### src/rtl/urx_pkg.sv
package urx_pkg;

    typedef enum logic [2:0] {
        ST_IDLE,
        ST_START,
        ST_DATA,
        ST_PARITY,
        ST_STOP,
        ST_RESYNC,
        ST_LOWHOLD,
        ST_BRKWAIT
    } urx_state_e;

    // Number of bit slots in one frame: start + data + parity + stop
    function automatic int frame_slots(input int data_bits, input logic par_en,
                                       input logic two_stop);
        return 1 + data_bits + (par_en ? 1 : 0) + (two_stop ? 2 : 1);
    endfunction

endpackage

### src/rtl/urx_sync.sv
module urx_sync #(
    parameter int   STAGES  = 2,
    parameter logic RST_VAL = 1'b1
) (
    input  logic clk,
    input  logic rst_n,
    input  logic d,
    output logic q
);

    logic [STAGES-1:0] pipe_d, pipe_q;

    generate
        if (STAGES == 1) begin : g_single
            always_comb pipe_d = d;
        end else begin : g_chain
            always_comb pipe_d = {pipe_q[STAGES-2:0], d};
        end
    endgenerate

    always_ff @(posedge clk or negedge rst_n) begin
        if (!rst_n) pipe_q <= {STAGES{RST_VAL}};
        else        pipe_q <= pipe_d;
    end

    assign q = pipe_q[STAGES-1];

endmodule

### src/rtl/urx_low_run.sv
module urx_low_run #(
    parameter int RUN_W = 8
) (
    input  logic             clk,
    input  logic             rst_n,
    input  logic             tick,
    input  logic             line,
    input  logic [RUN_W-1:0] limit,
    output logic             run_over
);

    logic [RUN_W-1:0] run_d, run_q;

    always_comb begin
        run_d = run_q;
        if (tick) begin
            if (line)                run_d = '0;
            else if (run_q != '1)    run_d = run_q + 1'b1;
        end
        // this tick is low and the low run already covers the limit
        run_over = tick && !line && (run_q >= limit);
    end

    always_ff @(posedge clk or negedge rst_n) begin
        if (!rst_n) run_q <= '0;
        else        run_q <= run_d;
    end

endmodule

### src/rtl/urx_parity.sv
module urx_parity #(
    parameter int W = 8
) (
    input  logic [W-1:0] data,
    input  logic         even_sel,
    input  logic         par_bit,
    output logic         mismatch
);

    logic expected;

    always_comb begin
        expected = even_sel ? (^data) : ~(^data);
        mismatch = (par_bit != expected);
    end

endmodule

### src/rtl/urx_receiver.sv
module urx_receiver
    import urx_pkg::*;
#(
    parameter int OSR         = 16,
    parameter int DATA_W      = 8,
    parameter int SYNC_STAGES = 2
) (
    input  logic              clk,
    input  logic              rst_n,
    input  logic              rx_in,
    input  logic              tick_en,
    input  logic [1:0]        cfg_wlen,
    input  logic              cfg_two_stop,
    input  logic              cfg_par_en,
    input  logic              cfg_par_even,
    output logic              rx_valid,
    output logic [DATA_W-1:0] rx_data,
    output logic              rx_perr,
    output logic              rx_ferr,
    output logic              rx_brk
);

    localparam int CNT_W  = $clog2(OSR);
    localparam int MID    = OSR / 2;
    localparam int NB_W   = $clog2(DATA_W + 1);
    localparam int MIN_WL = DATA_W - 3;
    localparam int RUN_W  = $clog2(OSR * (DATA_W + 4) + 1);

    typedef struct packed {
        urx_state_e        st;
        logic [CNT_W-1:0]  cnt;
        logic [NB_W-1:0]   nbit;
        logic [DATA_W-1:0] sh;
        logic              pbit;
        logic              valid;
        logic [DATA_W-1:0] data;
        logic              perr;
        logic              ferr;
        logic              brk;
    } rx_regs_t;

    rx_regs_t r_d, r_q;

    logic              rx_s;
    logic [NB_W-1:0]   word_len;
    logic [NB_W-1:0]   last_idx;
    logic [RUN_W-1:0]  word_ticks;
    logic [DATA_W-1:0] aligned;
    logic              par_mismatch;
    logic              brk_hit;
    logic              bit_end;
    logic              mid_hit;
    logic              all_low;

    urx_sync #(.STAGES(SYNC_STAGES), .RST_VAL(1'b1)) u_sync (
        .clk   (clk),
        .rst_n (rst_n),
        .d     (rx_in),
        .q     (rx_s)
    );

    always_comb begin
        word_len   = NB_W'(MIN_WL) + NB_W'(cfg_wlen);
        last_idx   = word_len - NB_W'(1);
        word_ticks = RUN_W'(OSR * frame_slots(int'(word_len), cfg_par_en, cfg_two_stop));
        aligned    = r_q.sh >> (DATA_W - int'(word_len));
        bit_end    = (r_q.cnt == CNT_W'(OSR - 1));
        mid_hit    = (r_q.cnt == CNT_W'(MID - 1));
        all_low    = (aligned == '0) && (!cfg_par_en || !r_q.pbit);
    end

    urx_low_run #(.RUN_W(RUN_W)) u_low_run (
        .clk      (clk),
        .rst_n    (rst_n),
        .tick     (tick_en),
        .line     (rx_s),
        .limit    (word_ticks),
        .run_over (brk_hit)
    );

    urx_parity #(.W(DATA_W)) u_parity (
        .data     (aligned),
        .even_sel (cfg_par_even),
        .par_bit  (r_q.pbit),
        .mismatch (par_mismatch)
    );

    always_comb begin
        r_d       = r_q;
        r_d.valid = 1'b0;
        if (tick_en) begin
            unique case (r_q.st)
                ST_IDLE: begin
                    if (!rx_s) begin
                        r_d.st  = ST_START;
                        r_d.cnt = '0;
                    end
                end
                ST_START: begin
                    if (mid_hit) begin
                        if (!rx_s) begin
                            r_d.st   = ST_DATA;
                            r_d.cnt  = '0;
                            r_d.nbit = '0;
                            r_d.sh   = '0;
                            r_d.pbit = 1'b0;
                        end else begin
                            r_d.st = ST_IDLE;
                        end
                    end else begin
                        r_d.cnt = r_q.cnt + 1'b1;
                    end
                end
                ST_DATA: begin
                    if (bit_end) begin
                        r_d.cnt  = '0;
                        r_d.sh   = {rx_s, r_q.sh[DATA_W-1:1]};
                        r_d.nbit = r_q.nbit + 1'b1;
                        if (r_q.nbit == last_idx)
                            r_d.st = cfg_par_en ? ST_PARITY : ST_STOP;
                    end else begin
                        r_d.cnt = r_q.cnt + 1'b1;
                    end
                end
                ST_PARITY: begin
                    if (bit_end) begin
                        r_d.cnt  = '0;
                        r_d.pbit = rx_s;
                        r_d.st   = ST_STOP;
                    end else begin
                        r_d.cnt = r_q.cnt + 1'b1;
                    end
                end
                ST_STOP: begin
                    if (bit_end) begin
                        r_d.cnt = '0;
                        if (rx_s) begin
                            r_d.valid = 1'b1;
                            r_d.data  = aligned;
                            r_d.perr  = cfg_par_en && par_mismatch;
                            r_d.ferr  = 1'b0;
                            r_d.brk   = 1'b0;
                            r_d.st    = ST_IDLE;
                        end else if (all_low) begin
                            r_d.st = ST_LOWHOLD;
                        end else begin
                            r_d.valid = 1'b1;
                            r_d.data  = aligned;
                            r_d.perr  = cfg_par_en && par_mismatch;
                            r_d.ferr  = 1'b1;
                            r_d.brk   = 1'b0;
                            r_d.st    = ST_RESYNC;
                        end
                    end else begin
                        r_d.cnt = r_q.cnt + 1'b1;
                    end
                end
                ST_RESYNC: begin
                    if (rx_s) begin
                        r_d.st = ST_IDLE;
                    end else if (r_q.cnt == CNT_W'(1)) begin
                        // two low samples confirm: act as start-bit centre + 2
                        r_d.st   = ST_DATA;
                        r_d.cnt  = CNT_W'(2);
                        r_d.nbit = '0;
                        r_d.sh   = '0;
                        r_d.pbit = 1'b0;
                    end else begin
                        r_d.cnt = r_q.cnt + 1'b1;
                    end
                end
                ST_LOWHOLD: begin
                    if (brk_hit) begin
                        r_d.valid = 1'b1;
                        r_d.data  = '0;
                        r_d.perr  = 1'b0;
                        r_d.ferr  = 1'b0;
                        r_d.brk   = 1'b1;
                        r_d.cnt   = '0;
                        r_d.st    = ST_BRKWAIT;
                    end else if (rx_s) begin
                        r_d.valid = 1'b1;
                        r_d.data  = '0;
                        r_d.perr  = cfg_par_en && par_mismatch;
                        r_d.ferr  = 1'b1;
                        r_d.brk   = 1'b0;
                        r_d.st    = ST_IDLE;
                    end
                end
                ST_BRKWAIT: begin
                    if (!rx_s)                       r_d.cnt = '0;
                    else if (r_q.cnt == CNT_W'(1))   r_d.st  = ST_IDLE;
                    else                             r_d.cnt = r_q.cnt + 1'b1;
                end
                default: r_d.st = ST_IDLE;
            endcase
        end
    end

    always_ff @(posedge clk or negedge rst_n) begin
        if (!rst_n) begin
            r_q       <= '0;
            r_q.st    <= ST_IDLE;
        end else begin
            r_q <= r_d;
        end
    end

    assign rx_valid = r_q.valid;
    assign rx_data  = r_q.data;
    assign rx_perr  = r_q.perr;
    assign rx_ferr  = r_q.ferr;
    assign rx_brk   = r_q.brk;

endmodule

### config.mk
export PLATFORM = sky130hd
export DESIGN_NAME = urx_receiver
export DESIGN_NICKNAME = d
export VERILOG_FILES = /design/src/rtl/urx_pkg.sv /design/src/rtl/urx_sync.sv /design/src/rtl/urx_low_run.sv /design/src/rtl/urx_parity.sv /design/src/rtl/urx_receiver.sv
export SDC_FILE = /design/constraint.sdc
export NUM_CORES = 1
export LEC_CHECK = 0
export ABC_AREA = 1
export BUFFER_PORTS_ARGS = -buffer_cell sky130_fd_sc_hd__buf_2
export CORE_ASPECT_RATIO = 1.25
export CORE_UTILIZATION = 55
export DETAILED_ROUTE_END_ITERATION = 10
export PLACE_DENSITY = 0.74
export SETUP_SLACK_MARGIN = 0.05
export SYNTH_ARGS = -nofsm -noshare
export SYNTH_HDL_FRONTEND = slang
export SYNTH_SLANG_ARGS = --single-unit
### constraint.sdc
create_clock -name clk -period 3.1 [get_ports clk]
set_input_delay 0 -clock clk [delete_from_list [all_inputs] [get_ports clk]]
set_output_delay 0 -clock clk [all_outputs]
set_load 0.02 [all_outputs]
### Word-level counts from Yosys, hierarchy flattened

Cells that the tools add are included.

| cells by class | value |
|---|---|
| add/sub/neg operators | 9 |
| reductions and logical operators | 21 |
| order comparisons | 1 |
| multipliers | 0 |
| equality and inequality tests | 30 |
| multiplexer cells | 43 |
| shifts and indexed selects | 1 |
| divide/modulo/power cells | 0 |
| bitwise operators | 1 |

Operators by type and width:

| kind | count |
|---|---|
| $mux 12 | 7 |
| $pmux 7 s8 | 1 |
| $mux 3 | 13 |
| $pmux 12 s3 | 1 |
| $mux 17 | 2 |
| $shr 8x32->8 | 1 |
| $mux 13 | 2 |
| $mux 4 | 6 |
| $pmux 12 s2 | 1 |
| $ne 2x2->1 const B | 11 |
| $mux 8 | 2 |
| $reduce_and 7->1 | 2 |
| $eq 3x3->1 const B | 4 |
| $reduce_and 11->1 | 1 |
| $ne 3x2->1 const B | 3 |
| $add 4x1->4 const B | 2 |
| $add 8x1->8 const B | 1 |
| $ge 8x8->1 | 1 |
| $logic_not 8->1 | 1 |
| $ne 8x8->1 const B | 1 |
| $reduce_xor 8->1 | 1 |
| $mux 7 | 1 |
| $eq 3x2->1 const B | 2 |
| $mux 2 | 3 |
| other kinds (26) | 36 |

| word-level totals | value |
|---|---|
| memory bits (writable) | 0 |
| memories | 0 |
| register bits after elaboration | 42 |
| bits in read-only memories | 0 |
| bits in latches | 0 |
| input port bits | 9 |
| output and inout port bits | 12 |
| word-level logic and storage cells | 118 |

### Depth between registers and ports, before layout

Gate-level depths: netlist of run 1.

| logic depth | value |
|---|---|
| depth after elaboration | 13 |
| depth in mapped cells | 22 |
| mapped depth without buffers | 22 |

### Modules after synthesis

A second synthesis of run 1 with hierarchy kept.

| second synthesis, totals | value |
|---|---|
| cells, all modules | 458 |
| area, all modules | 3373.2 sq um |

Modules (own cells, without submodules):

| module | area an instance (sq um) | cells an instance | sequential area each (sq um) | times used |
|---|---|---|---|---|
| urx_receiver | 2414.8 | 321 | 800.8 | 1 |
| urx_low_run | 716.9 | 92 | 200.2 | 1 |
| urx_parity | 188.9 | 43 | 0.0 | 1 |
| urx_sync | 52.6 | 2 | 52.6 | 1 |

### Worst setup path after synthesis of run 1

OpenSTA, ideal clock, no wires.

| timing | value |
|---|---|
| path type | input -> register |
| from | input port cfg_wlen[0] |
| to | register r_q (netlist bit rx_brk) |
| data arrival time | 2288 ps |
| stages | 17 |
| setup slack | 690 ps |
| library setup time | 122 ps |
| required time | 2978 ps |
| path buffers | 1 |
| path through | fa_1 ha_1 a21oi_1 nor2_1 nor2_1 xor2_1 ha_1 nand2_1 nor2_1 nand2_1 nand3_1 nand3_1 nand2_1 nand2_1 buf_2 nand2_1 nand2_1 |

| on the way | value |
|---|---|
| longest elaborated chain between the ends | 8 |
| elaborated cells on any way between the ends | 15 |
| classes of those cells | add/sub: 5; order compare: 1; eq/ne: 2; shift: 1; mux: 2; reduce/logical: 4 |

Ends and longest elaborated chain:

| item | line | source |
|---|---|---|
| from (decl) | urx_receiver.sv:12 | `input logic [1:0] cfg_wlen,` |
| $add 3x2->4 * | urx_receiver.sv:63 | `word_len = NB_W'(MIN_WL) + NB_W'(cfg_wlen);` |
| $add 1x4->4 | urx_pkg.sv:17 | `return 1 + data_bits + (par_en ? 1 : 0) + (two_stop ? 2 : 1);` |
| $add 4x1->4 | urx_pkg.sv:17 |  |
| $add 4x2->4 | urx_pkg.sv:17 |  |
| $ge 8x8->1 | urx_low_run.sv:21 | `run_over = tick && !line && (run_q >= limit);` |
| $logic_and 1x1->1 | urx_low_run.sv:21 |  |
| $ne 3x2->1 (no source line) or $mux 12 (tied branches) | - |  |
| $reduce_and 5->1 (no source line) or $pmux 12 s2 (tied branches) | - |  |
| to (signal assigned) | urx_receiver.sv:205 | `r_q <= r_d;` |
| to (decl) | urx_receiver.sv:42 | `rx_regs_t r_d, r_q;` |

Mark *: on every way between the ends. The rest lies on a longest branch, timed or not.
A chain may end at the register's enable or synchronous reset.

### Worst setup path in the final report of run 1

| timing | value |
|---|---|
| from | input port cfg_wlen[0] |
| to | register r_q (netlist bit rx_data[7]) |

The elaborated chain is that of the path after synthesis.

==> impl_metrics.py, run 1 <==
metrics = {
    "clock_network": {
        "cts_tree": "built",
        "cts_resized": 0,
        "cts_buffers": 5,
        "clk_latency_ns": 0.30,
        "h-tree-depth": 2,
        "cts_hold_buf": 2,
        "clock_path_buffers": 2,
        "clk_pin_slew_ns": 0.08,
        "post_cts_buffers": 0,
        "root_buffer": "clkbuf_8",
        "clock-sinks": 42,
    },
    "place": {
        "pre_cts_ws_ns": 0.1729,
        "io_buffers": 20,
        "place_area_um2": 3174,
        "gp_congestion": 0.9139,
        "dp_cells": 517,
        "hpwl_mm": 5.190,
    },
    "floorplan": {
        "start_util_pct": 56.92,
        "die_h_um": 85.62,
        "die_w_um": 68.90,
        "coreArea_um2": 5405,
        "io_pins": 21,
        "rows": 30,
        "die_area_um2": 5899,
    },
    "sta": {
        "finClkSkew_ns": 0.005342,
        "fmax_mhz": 376.9,
        "hold_violations": 0,
        "slew_headroom_pct": 38.11,
        "slew_violations": 0,
        "tightest_slew_ns": 0.9284,
        "rsz0062_at_grt": "no",
        "fin_crit_ns": 2.653,
        "setup_viol": 0,
        "tns_ns": 0,
        "post-route-period-util_pct": 85.58,
        "worst_slack_ns": 0.4469,
    },
    "final_layout": {
        "drive_gt1_share_pct": 8.855,
        "fillCellCount": 528,
        "mostFrequentLayoutCells": "130 x nand2_1, 56 x inv_1, 51 x nor2_1",
        "seq_area_um2": 1054,
        "num-nets-final": 493,
        "diodes": 0,
        "instances_no_fill": 527,
        "design_area_um2": 3289,
        "multi_input_area_um2": 1693,
        "final_common_cell": "nand2_1",
        "areaGrowthSynthToFinish_pct": 6.913,
    },
    "synth": {
        "synth_area_um2": 3077,
        "synth_seq_cells": 42,
        "yosys.cell_types.count": 30,
        "synth_enable_flop_cells": 0,
        "synth-simple-area-share_pct": 32.09,
        "syn-instance-count": 446,
        "yosys_warnings": 0,
        "syn_avg_cell_area_um2": 6.898,
        "syn-num-nets": 477,
        "synth_top_family_by_area": "simple AND/OR/NAND/NOR gates",
        "synth_compound_area_share_pct": 10.65,
        "async_flop_share_pct": 100.0,
        "synth_xor_area_share_pct": 2.847,
        "yosys-mux-area-fraction_pct": 0,
        "synth_seq_area_share_pct": 34.24,
        "synthFlopType": "dfrtp_1",
        "synthAdderAreaFrac_pct": 9.435,
    },
    "setup_path": {
        "reg2reg_depth": 16,
        "r2r_start": "r_q[19]",
        "critPathRequiredTime_ns": 3.27,
        "path_cells": "buf_2, ha_1, inv_1, nand2_1, nand2_1, inv_1, o21ai_0, nand2_1, and2_1, inv_1, ha_1, nand3_1, nor2_1, nand2_1, nand2_1, inv_2, nor2_1, nand2_1, nand2_1, buf_4, o21ai_0",
        "cpMostUsedCell": "nand2_1",
        "cp_slowest_cell": "ha_1",
        "crit_arrival_ns": 2.83,
        "critPathCaptureType": "flip-flop",
        "worst_setup_path_start_kind": "input pin",
        "reg2reg_to": "rx_data[7]",
        "cp.depth": 21,
        "path_class": "in -> reg",
        "worst-path-buf-inv": 6,
        "timing.critical_path.from": "cfg_wlen[0]",
        "crit_family": "simple AND/OR/NAND/NOR gates",
        "crit_fanout": 9,
        "max_stage_delay_ns": 0.37,
        "endpoint": "rx_data[7]",
        "r2r_slack_ns": 0.53,
    },
    "route": {
        "vias_per_cell": 5.315,
        "dr.pass1.iters": 4,
        "drt-initial-drc-count": 157,
        "drc": 0,
        "antenna_left": 0,
        "via_count": 2801,
        "detail_route.wl_per_cell_um": 12.60,
        "wl_mm": 6.639,
    },
    "grt": {
        "grt_pass1_wl_mm": 11.43,
        "globalRouteOverflowTotal": 0,
        "gr-usage-all-layers_pct": 25.21,
        "grt_pass1_vias": 2712,
        "antenna_found_initial": 0,
        "grt_max_degree": 43,
    },
    "min_path": {
        "min_path_type": "in -> reg",
    },
    "power_and_ir_drop": {
        "irDropWorstVdd_v": 0.0002685,
        "p_leak_nw": 1.749,
        "power_density_nw_per_um2": 566.6,
    },
    "outcome": {
        "status": "completed",
    },
    "job": {
        "cap_violations": 0,
    },
}
## synthesized netlist by cell type, types with 2 or more instances
library cell / number / area [um2]
nand2_1: 130 / 488.0
inv_1: 56 / 210.2
nor2_1: 51 / 191.4
dfrtp_1: 40 / 1001
nand3_1: 35 / 175.2
o21ai_0: 35 / 175.2
ha_1: 20 / 250.2
a21oi_1: 11 / 55.05
buf_4: 9 / 67.56
xor2_1: 8 / 70.07
nor3_1: 7 / 35.03
nand4_1: 5 / 31.28
a31oi_1: 4 / 25.02
inv_2: 4 / 15.01
o21bai_1: 4 / 30.03
buf_2: 3 / 15.01
clkbuf_1: 3 / 11.26
a22oi_1: 2 / 15.01
and2_1: 2 / 12.51
dfstp_2: 2 / 52.55
fa_1: 2 / 40.04
nand2_2: 2 / 12.51
nand3b_1: 2 / 15.01
o31ai_1: 2 / 15.01
xnor2_1: 2 / 17.52
## report_power, final
group / internal, mW / switching [mW]
registers: 0.631 / 0.110
logic: 0.267 / 0.483
clock network: 0.179 / 0.193
## state kept, by name (all words and copies together), names as in the netlist
register / count
u_sync.pipe_q: 2
rx_ferr: 1
rx_valid: 1
rx_perr: 1
rx_brk: 1
r_q: 20
u_low_run.run_q: 8
rx_data: 8
## cell type report
type | instances | area share [%]
clock buffer | 6 | 2.510
clock inverter | 2 | 0.3804
inverter | 60 | 6.847
multi-input combinational | 328 | 51.46
sequential | 42 | 32.03
tap | 64 | 2.434
timing repair buffer | 25 | 4.336
## through the flow
stage | utilization [%] | hold slack, ns | power, mW
3_5_place_dp | 58.73 | 0.1061 | 1.493
3_3_place_gp | 58.73 | 0.1044 | 1.479
4_1_cts | 60.86 | 0.07032 | 1.872
5_1_grt | 60.86 | 0.07059 | 2.035
2_1_floorplan | - | -0.2956 | 1.327
6_report | 60.86 | 0.07563 | 1.864
## kinds of logic (layout without fill, tap and decap cells)
family / after synthesis / after routing
fa+ha+maj: 22 / 22
simple gates: 236 / 236
buf+inv: 76 / 93
xor+xnor: 10 / 10
compound gates: 60 / 60
flops: 42 / 42
## tightest hold or removal path: cells and delay by family
family	cells	cell delay [ns]
buffers and inverters	1	0.18
and+or+nand+nor	2	0.16
## metal layers
layer / wire length, um / global-route usage (%)
met3: 230 / 4.920
met5: 0 / 0
met2: 3302 / 44.22
met1: 2923 / 28.99
met4: 182 / 10.02
## how the worst min path moves through the flow
stage	start	end	depth (start not counted)
final	tick_en	rx_data[1]	3
after global routing	tick_en	rx_data[6]	3
after CTS	tick_en	rx_data[0]	3
after detailed placement	rx_in	u_sync.pipe_q[0]	1
after global placement	rx_in	u_sync.pipe_q[0]	1
after floorplan	rst_n	r_q[12]	0
Note: power is estimated with default switching activity, not from simulation.
==> run 2, diff against run 1 <==
--- a/config.mk
+++ b/config.mk
@@ -10,8 +10,9 @@
 export CORE_ASPECT_RATIO = 1.25
 export CORE_UTILIZATION = 55
 export DETAILED_ROUTE_END_ITERATION = 10
-export PLACE_DENSITY = 0.74
+export PLACE_DENSITY = 0.73
 export SETUP_SLACK_MARGIN = 0.05
 export SYNTH_ARGS = -nofsm -noshare
 export SYNTH_HDL_FRONTEND = slang
+export SYNTH_HIERARCHICAL = 1
 export SYNTH_SLANG_ARGS = --single-unit
==> run 2 against run 1 <==
  * Die area up 9.4%
  * Critical path depth is 3 higher
  * Clock-buffer cell count grew 2
  * Hold slack improved by 0.038 ns
  * Synthesized area up 9.6%
  * Flip-flop and latch count did not move
  * Total power rose by 14%
  * Clock power shrank 3%
  * Register-to-register slack better by 0.38 ns
  * Critical path type unchanged
  * Highest routed layer unchanged
  * Utilization increased by 3.1 points
==> impl_metrics.py, run 2 <==
metrics = {
    "outcome": {
        "status": "completed",
    },
    "clock_network": {
        "h-tree-depth": 2,
        "root_buffer": "clkbuf_8",
        "cts_tree": "built",
        "clk_latency_ns": 0.30,
        "clock-sinks": 42,
        "clk_pin_slew_ns": 0.07,
        "clock_path_buffers": 2,
        "cts_buffers": 5,
    },
    "final_layout": {
        "areaGrowthSynthToFinish_pct": 11.05,
        "regMostFlops": "r_q",
        "final_common_cell": "nand2_1",
        "instances_no_fill": 574,
        "multi_input_area_um2": 2008,
        "diodes": 0,
        "fillCellCount": 527,
        "design_area_um2": 3746,
        "largest_register_ffs": 20,
        "num-nets-final": 521,
        "seq_area_um2": 1054,
        "drive_gt1_share_pct": 26.02,
        "mostFrequentLayoutCells": "111 x nand2_1, 61 x inv_1, 40 x dfrtp_1",
    },
    "setup_path": {
        "path_cells": "buf_2, inv_1, fa_1, inv_2, ha_4, nand3_1, nand2_1, xor2_1, inv_1, ha_4, nand2_1, nor2_2, nand4_1, nand3_1, nand2_1, inv_2, inv_1, nand2_1, nor2_1, nor2_1, and3_4, nand2_8, nand2_2, nand2_1",
        "reg2reg_to": "rx_ferr",
        "critPathRequiredTime_ns": 3.29,
        "path_class": "in -> reg",
        "reg2reg_depth": 15,
        "cp_slowest_cell": "fa_1",
        "crit_arrival_ns": 3.00,
        "timing.critical_path.from": "cfg_two_stop",
        "worst-path-buf-inv": 6,
        "critPathCaptureType": "flip-flop",
        "r2r_start": "u_low_run/run_q[5]",
        "cpMostUsedCell": "nand2_1",
        "worst_setup_path_start_kind": "input pin",
        "max_stage_delay_ns": 0.60,
        "crit_family": "simple AND/OR/NAND/NOR gates",
        "r2r_slack_ns": 0.91,
        "crit_fanout": 11,
    },
    "synth": {
        "synth_area_leaders": "dfrtp_1 30%, nand2_1 12%, inv_1 7.1%",
        "synth_common_cells": "111 x nand2_1, 64 x inv_1, 40 x dfrtp_1, 38 x nand3_1, 32 x nor2_1",
        "synth_enable_flop_cells": 0,
        "yosys.cell_types.count": 40,
        "yosysMostFrequentCell": "nand2_1",
        "yosysTopAreaCell": "dfrtp_1",
        "syn_avg_cell_area_um2": 7.365,
        "synth.top_cell.area_share_pct": 29.67,
        "synthFlopType": "dfrtp_1",
        "async_flop_share_pct": 100.0,
        "synth_seq_cells": 42,
        "yosys_warnings": 6,
        "synth_area_um2": 3373,
        "syn-instance-count": 458,
        "synth_seq_area_share_pct": 31.23,
    },
    "floorplan": {
        "io_pins": 21,
        "coreArea_um2": 5857,
        "die_area_um2": 6452,
        "start_util_pct": 57.59,
        "die_w_um": 72.05,
        "die_h_um": 89.56,
        "rows": 31,
    },
    "power_and_ir_drop": {
        "power_mw": 2.115,
        "p_leak_nw": 1.934,
        "irDropWorstVdd_v": 0.0003251,
        "power_density_nw_per_um2": 564.7,
    },
    "min_path": {
        "min_path_cells": 3,
        "min_to": "u_low_run/run_q[7]",
        "hold_start": "tick_en",
        "min_path_type": "in -> reg",
    },
    "route": {
        "antenna_left": 0,
        "drt-initial-drc-count": 108,
        "vias_per_cell": 5.014,
        "via_count": 2878,
        "dr.pass1.iters": 4,
        "detail_route.wl_per_cell_um": 11.93,
        "wl_mm": 6.847,
        "drc": 0,
    },
    "sta": {
        "setup_viol": 0,
        "tightest_slew_ns": 0.9564,
        "slew_violations": 0,
        "post-route-period-util_pct": 90.66,
        "finClkSkew_ns": 0.008875,
        "fin_crit_ns": 2.810,
        "slew_headroom_pct": 36.24,
        "fmax_mhz": 355.8,
        "hold_violations": 0,
    },
    "place": {
        "gp_congestion": 0.8922,
        "place_area_um2": 3553,
        "io_buffers": 20,
        "hpwl_mm": 5.017,
        "dp_cells": 562,
    },
    "grt": {
        "use_met1_pct": 25.56,
        "gr-usage-all-layers_pct": 22.94,
        "grt.met2_usage_pct": 42.37,
        "grt_pass1_wl_mm": 11.59,
        "globalRouteOverflowTotal": 0,
        "antenna_found_initial": 0,
        "grt_pass1_vias": 2821,
        "use_met3_pct": 3.720,
        "busiest_layer": "met2",
        "grt_max_degree": 43,
    },
    "job": {
        "cap_violations": 0,
    },
}
run 2: cell types whose count changed after synthesis, moves of 4 or more:
cell,change
nor2_4,+5
inv_1,+8
o22ai_1,+7
o21ai_0,-24
nand2_1,-19
nor3_1,-4
nand2_2,+24
inv_2,+6
nor2_2,+9
nor2_1,-19
o21ai_2,+15
run 2: tightest hold or removal path: cells and delay by family:
| family | cells | cell delay (ns) |
|---|---|---|
| simple gates | 1 | 0.13 |
| compound gates | 1 | 0.06 |
| buf+inv | 1 | 0.17 |
run 2: logic make-up after synthesis:
kind of cell,synth area share (%)
buffers and inverters,12.02
and+or+nand+nor,34.20
other,0.1112
AOI/OAI and AO/OA,11.13
adders and majority gates,8.235
xor gates and xnor gates,3.079
DFF,31.23
run 2: metal layers:
metal / wire length (um) / share of wire (%)
met5: 0 / 0
met4: 193 / 2.8
met3: 200 / 2.9
met2: 3505 / 51
met1: 2946 / 43
run 2: worst max path at each step:
stage                     cells past startpoint  slack, ns  endpoint
after global routing                         25    -0.0007   rx_perr
after CTS                                    25       0.12   rx_perr
final                                        24       0.29   rx_ferr
after detailed placement                     25      -0.17   rx_perr
after floorplan                              24       0.20    rx_brk
after global placement                       24      -0.08   rx_perr
run 2: per-stage QoR:
stage               setup TNS (ns)  utilization (%)  hold WS [ns]  setup WS, ns
finish                           0            63.96        0.1132        0.2895
global route            -0.0007476            63.96        0.1290    -0.0007476
CTS                              0            62.55        0.1068        0.1224
detailed placement          -1.781            60.67        0.1066       -0.1728
global placement           -0.7279            60.67        0.1056      -0.08014
floorplan                        0                -       -0.2956        0.2032
run 2: area by class of cell:
class | instances | area share [%]
multi-input combinational | 333 | 53.61
clock buffer | 8 | 2.405
sequential | 42 | 28.12
tap | 82 | 2.739
timing repair buffer | 34 | 5.611
inverter | 75 | 7.515
run 2: timing repair:
| item | CTS | global route |
|---|---|---|
| setup endpoints to repair | 0 | 17 |
| resized for setup | 0 | 13 |
| hold endpoints to repair | 41 | 0 |
| buffers inserted | 0 | 0 |
| hold buffers | 2 | 0 |
run 2: power by group:
group	total [mW]	switching [mW]	internal, mW
Sequential	0.759	0.106	0.654
Combinational	0.996	0.641	0.355
Clock	0.360	0.179	0.182
==> run 3, diff against run 2 <==
--- a/config.mk
+++ b/config.mk
@@ -12,6 +12,7 @@
 export DETAILED_ROUTE_END_ITERATION = 10
 export PLACE_DENSITY = 0.73
 export SETUP_SLACK_MARGIN = 0.05
+export SKIP_CTS_REPAIR_TIMING = 1
 export SYNTH_ARGS = -nofsm -noshare
 export SYNTH_HDL_FRONTEND = slang
 export SYNTH_HIERARCHICAL = 1
==> constraint.sdc (replaced) <==
create_clock -name clk -period 3 [get_ports clk]
set_input_delay 0 -clock clk [delete_from_list [all_inputs] [get_ports clk]]
set_output_delay 0 -clock clk [all_outputs]
set_load 0.02 [all_outputs]
==> run 3 against run 2 <==
  * Global-route usage shrank 0.89 points
  * Cell area grew 2.2%
  * Wire length shrank 0.23%
  * Total power grew 4.7%
  * Clock power grew 4%
  * Clock skew shrank 0.0024 ns
  * Hold slack gained 0.012 ns
  * Combinational power grew 6%
  * Clock-buffer cell count is the same
  * Utilization grew 1.4 points
  * Die area is the same
  * First-iteration DRC count shrank 5.6%
==> impl_metrics.py, run 3 (same netlist as run 2, synthesis figures left out) <==
metrics = {
    "outcome": {
        "status": "completed",
    },
    "setup_path": {
        "critPathCaptureType": "flip-flop",
        "max_stage_delay_ns": 0.49,
        "path_class": "in -> reg",
        "crit_family": "simple AND/OR/NAND/NOR gates",
        "r2r_slack_ns": 0.80,
        "path_cells": "buf_2, inv_2, fa_1, buf_4, fa_2, xnor2_2, inv_1, ha_1, nand2_2, nor2_2, nand4_1, nand3_1, nand2_1, inv_2, inv_2, nand2_2, nor2_1, nor2_1, and3_4, nand2_8, nor2_4, nand2_1, nand2_1",
        "cp.depth": 23,
        "crit_arrival_ns": 2.99,
        "worst_setup_path_start_kind": "input pin",
        "reg2reg_depth": 18,
        "reg2reg_to": "rx_perr",
        "worst-path-buf-inv": 6,
        "crit_fanout": 6,
        "r2r_start": "u_low_run/run_q[3]",
        "cp_slowest_cell": "fa_1",
        "critPathRequiredTime_ns": 3.24,
    },
    "clock_network": {
        "clk_pin_slew_ns": 0.08,
        "h-tree-depth": 2,
        "cts_buffers": 5,
        "root_buffer": "clkbuf_8",
        "clk_latency_ns": 0.29,
        "cts_tree": "built",
        "clock_path_buffers": 2,
        "clock-sinks": 42,
    },
    "final_layout": {
        "drive_gt1_share_pct": 29.23,
        "diodes": 0,
        "final_common_cell": "nand2_1",
        "instances_no_fill": 578,
        "largest_register_ffs": 20,
        "num-nets-final": 525,
        "fin_util_pct": 65.35,
        "areaGrowthSynthToFinish_pct": 13.46,
        "regMostFlops": "r_q",
        "mostFrequentLayoutCells": "108 x nand2_1, 56 x inv_1, 40 x dfrtp_1",
    },
    "floorplan": {
        "coreArea_um2": 5857,
        "die_w_um": 72.05,
        "rows": 31,
        "io_pins": 21,
        "die_h_um": 89.56,
        "start_util_pct": 57.59,
        "die_area_um2": 6452,
    },
    "sta": {
        "slew_headroom_pct": 34.85,
        "fmax_mhz": 362.9,
        "hold_violations": 0,
        "post-route-period-util_pct": 91.84,
        "tns_ns": 0,
        "fin_crit_ns": 2.755,
        "setup_viol": 0,
        "tightest_slew_ns": 0.9772,
        "slew_violations": 0,
        "finClkSkew_ns": 0.006464,
        "whs_ns": 0.1247,
        "rsz0062_at_grt": "no",
    },
    "place": {
        "gp_congestion": 0.9204,
        "io_buffers": 20,
        "hpwl_mm": 4.969,
        "dp_cells": 563,
    },
    "grt": {
        "globalRouteOverflowTotal": 0,
        "grt_pass1_vias": 2709,
        "gr-usage-all-layers_pct": 22.04,
        "antenna_found_initial": 0,
        "grt_pass1_wl_mm": 11.27,
        "grt_max_degree": 43,
    },
    "min_path": {
        "min_path_cells": 3,
        "min_to": "u_low_run/run_q[7]",
        "hold_start": "tick_en",
        "min_path_type": "in -> reg",
    },
    "power_and_ir_drop": {
        "irDropWorstVdd_v": 0.0003674,
        "p_leak_nw": 1.955,
        "power_density_nw_per_um2": 578.5,
    },
    "job": {
        "cap_violations": 0,
    },
    "route": {
        "via_count": 2899,
        "detail_route.wl_per_cell_um": 11.82,
        "drt-initial-drc-count": 102,
        "vias_per_cell": 5.016,
        "antenna_left": 0,
        "dr.pass1.iters": 4,
        "wl_mm": 6.831,
        "drc": 0,
    },
}
==> run 3: stage by stage <==
stage,setup slack [ns],total power [mW],cell area [um2]
after global routing,0.02676,2.413,3827
final,0.2448,2.214,3827
after detailed placement,-0.2572,1.784,3561
after CTS,0.04933,2.166,3651
after floorplan,0.1032,1.595,3385
after global placement,-0.1786,1.759,3561
==> run 3: final cells by class <==
type | instances | area (um2)
multi-input cells | 333 | 2053
fillers | 506 | 2029
flip-flops and latches | 42 | 1054
inverters | 75 | 281.5
repair buffers | 38 | 246.5
well taps | 82 | 102.6
clock buffers | 8 | 90.09
==> run 3: metal layers <==
metal | GRT usage [%] | vias to the layer above | wire length, um
li1 | - | 1509 | -
met1 | 26.24 | 1336 | 3032
met2 | 40.99 | 44 | 3494
met3 | 3.157 | 10 | 198
met4 | 6.774 | 0 | 105
met5 | 0 | - | 0
==> run 3: report_power, final <==
group | switching, mW | internal (mW) | total [mW] | leakage [nW]
Sequential | 0.106 | 0.675 | 0.781 | 0.563
Combinational | 0.672 | 0.385 | 1.06 | 1.35
Clock | 0.188 | 0.188 | 0.376 | 0.0455
Total | 0.966 | 1.25 | 2.21 | 1.95
==> run 3: worst register-to-register path, cell delays in order, from the launching register on <==
cell,delay [ns]
dfrtp_1,0.46
ha_1,0.33
nand2_1,0.07
inv_2,0.05
nand2_1,0.04
nand2_1,0.05
nand2_1,0.05
nand3_1,0.08
nand2_1,0.06
inv_2,0.06
inv_2,0.03
nand2_2,0.05
nor2_1,0.05
nor2_1,0.15
and3_4,0.30
nand2_8,0.10
nor2_4,0.11
nand2_1,0.05
nand2_1,0.05
==> run 3: how the worst max path moves through the flow <==
| stage | startpoint | to | slack, ns |
|---|---|---|---|
| floorplan | cfg_wlen[0] | rx_brk | 0.10 |
| global placement | cfg_wlen[0] | rx_perr | -0.18 |
| detailed placement | cfg_wlen[0] | rx_ferr | -0.26 |
| CTS | cfg_wlen[0] | rx_perr | 0.05 |
| global route | cfg_par_en | rx_perr | 0.03 |
| finish | cfg_wlen[1] | rx_perr | 0.24 |
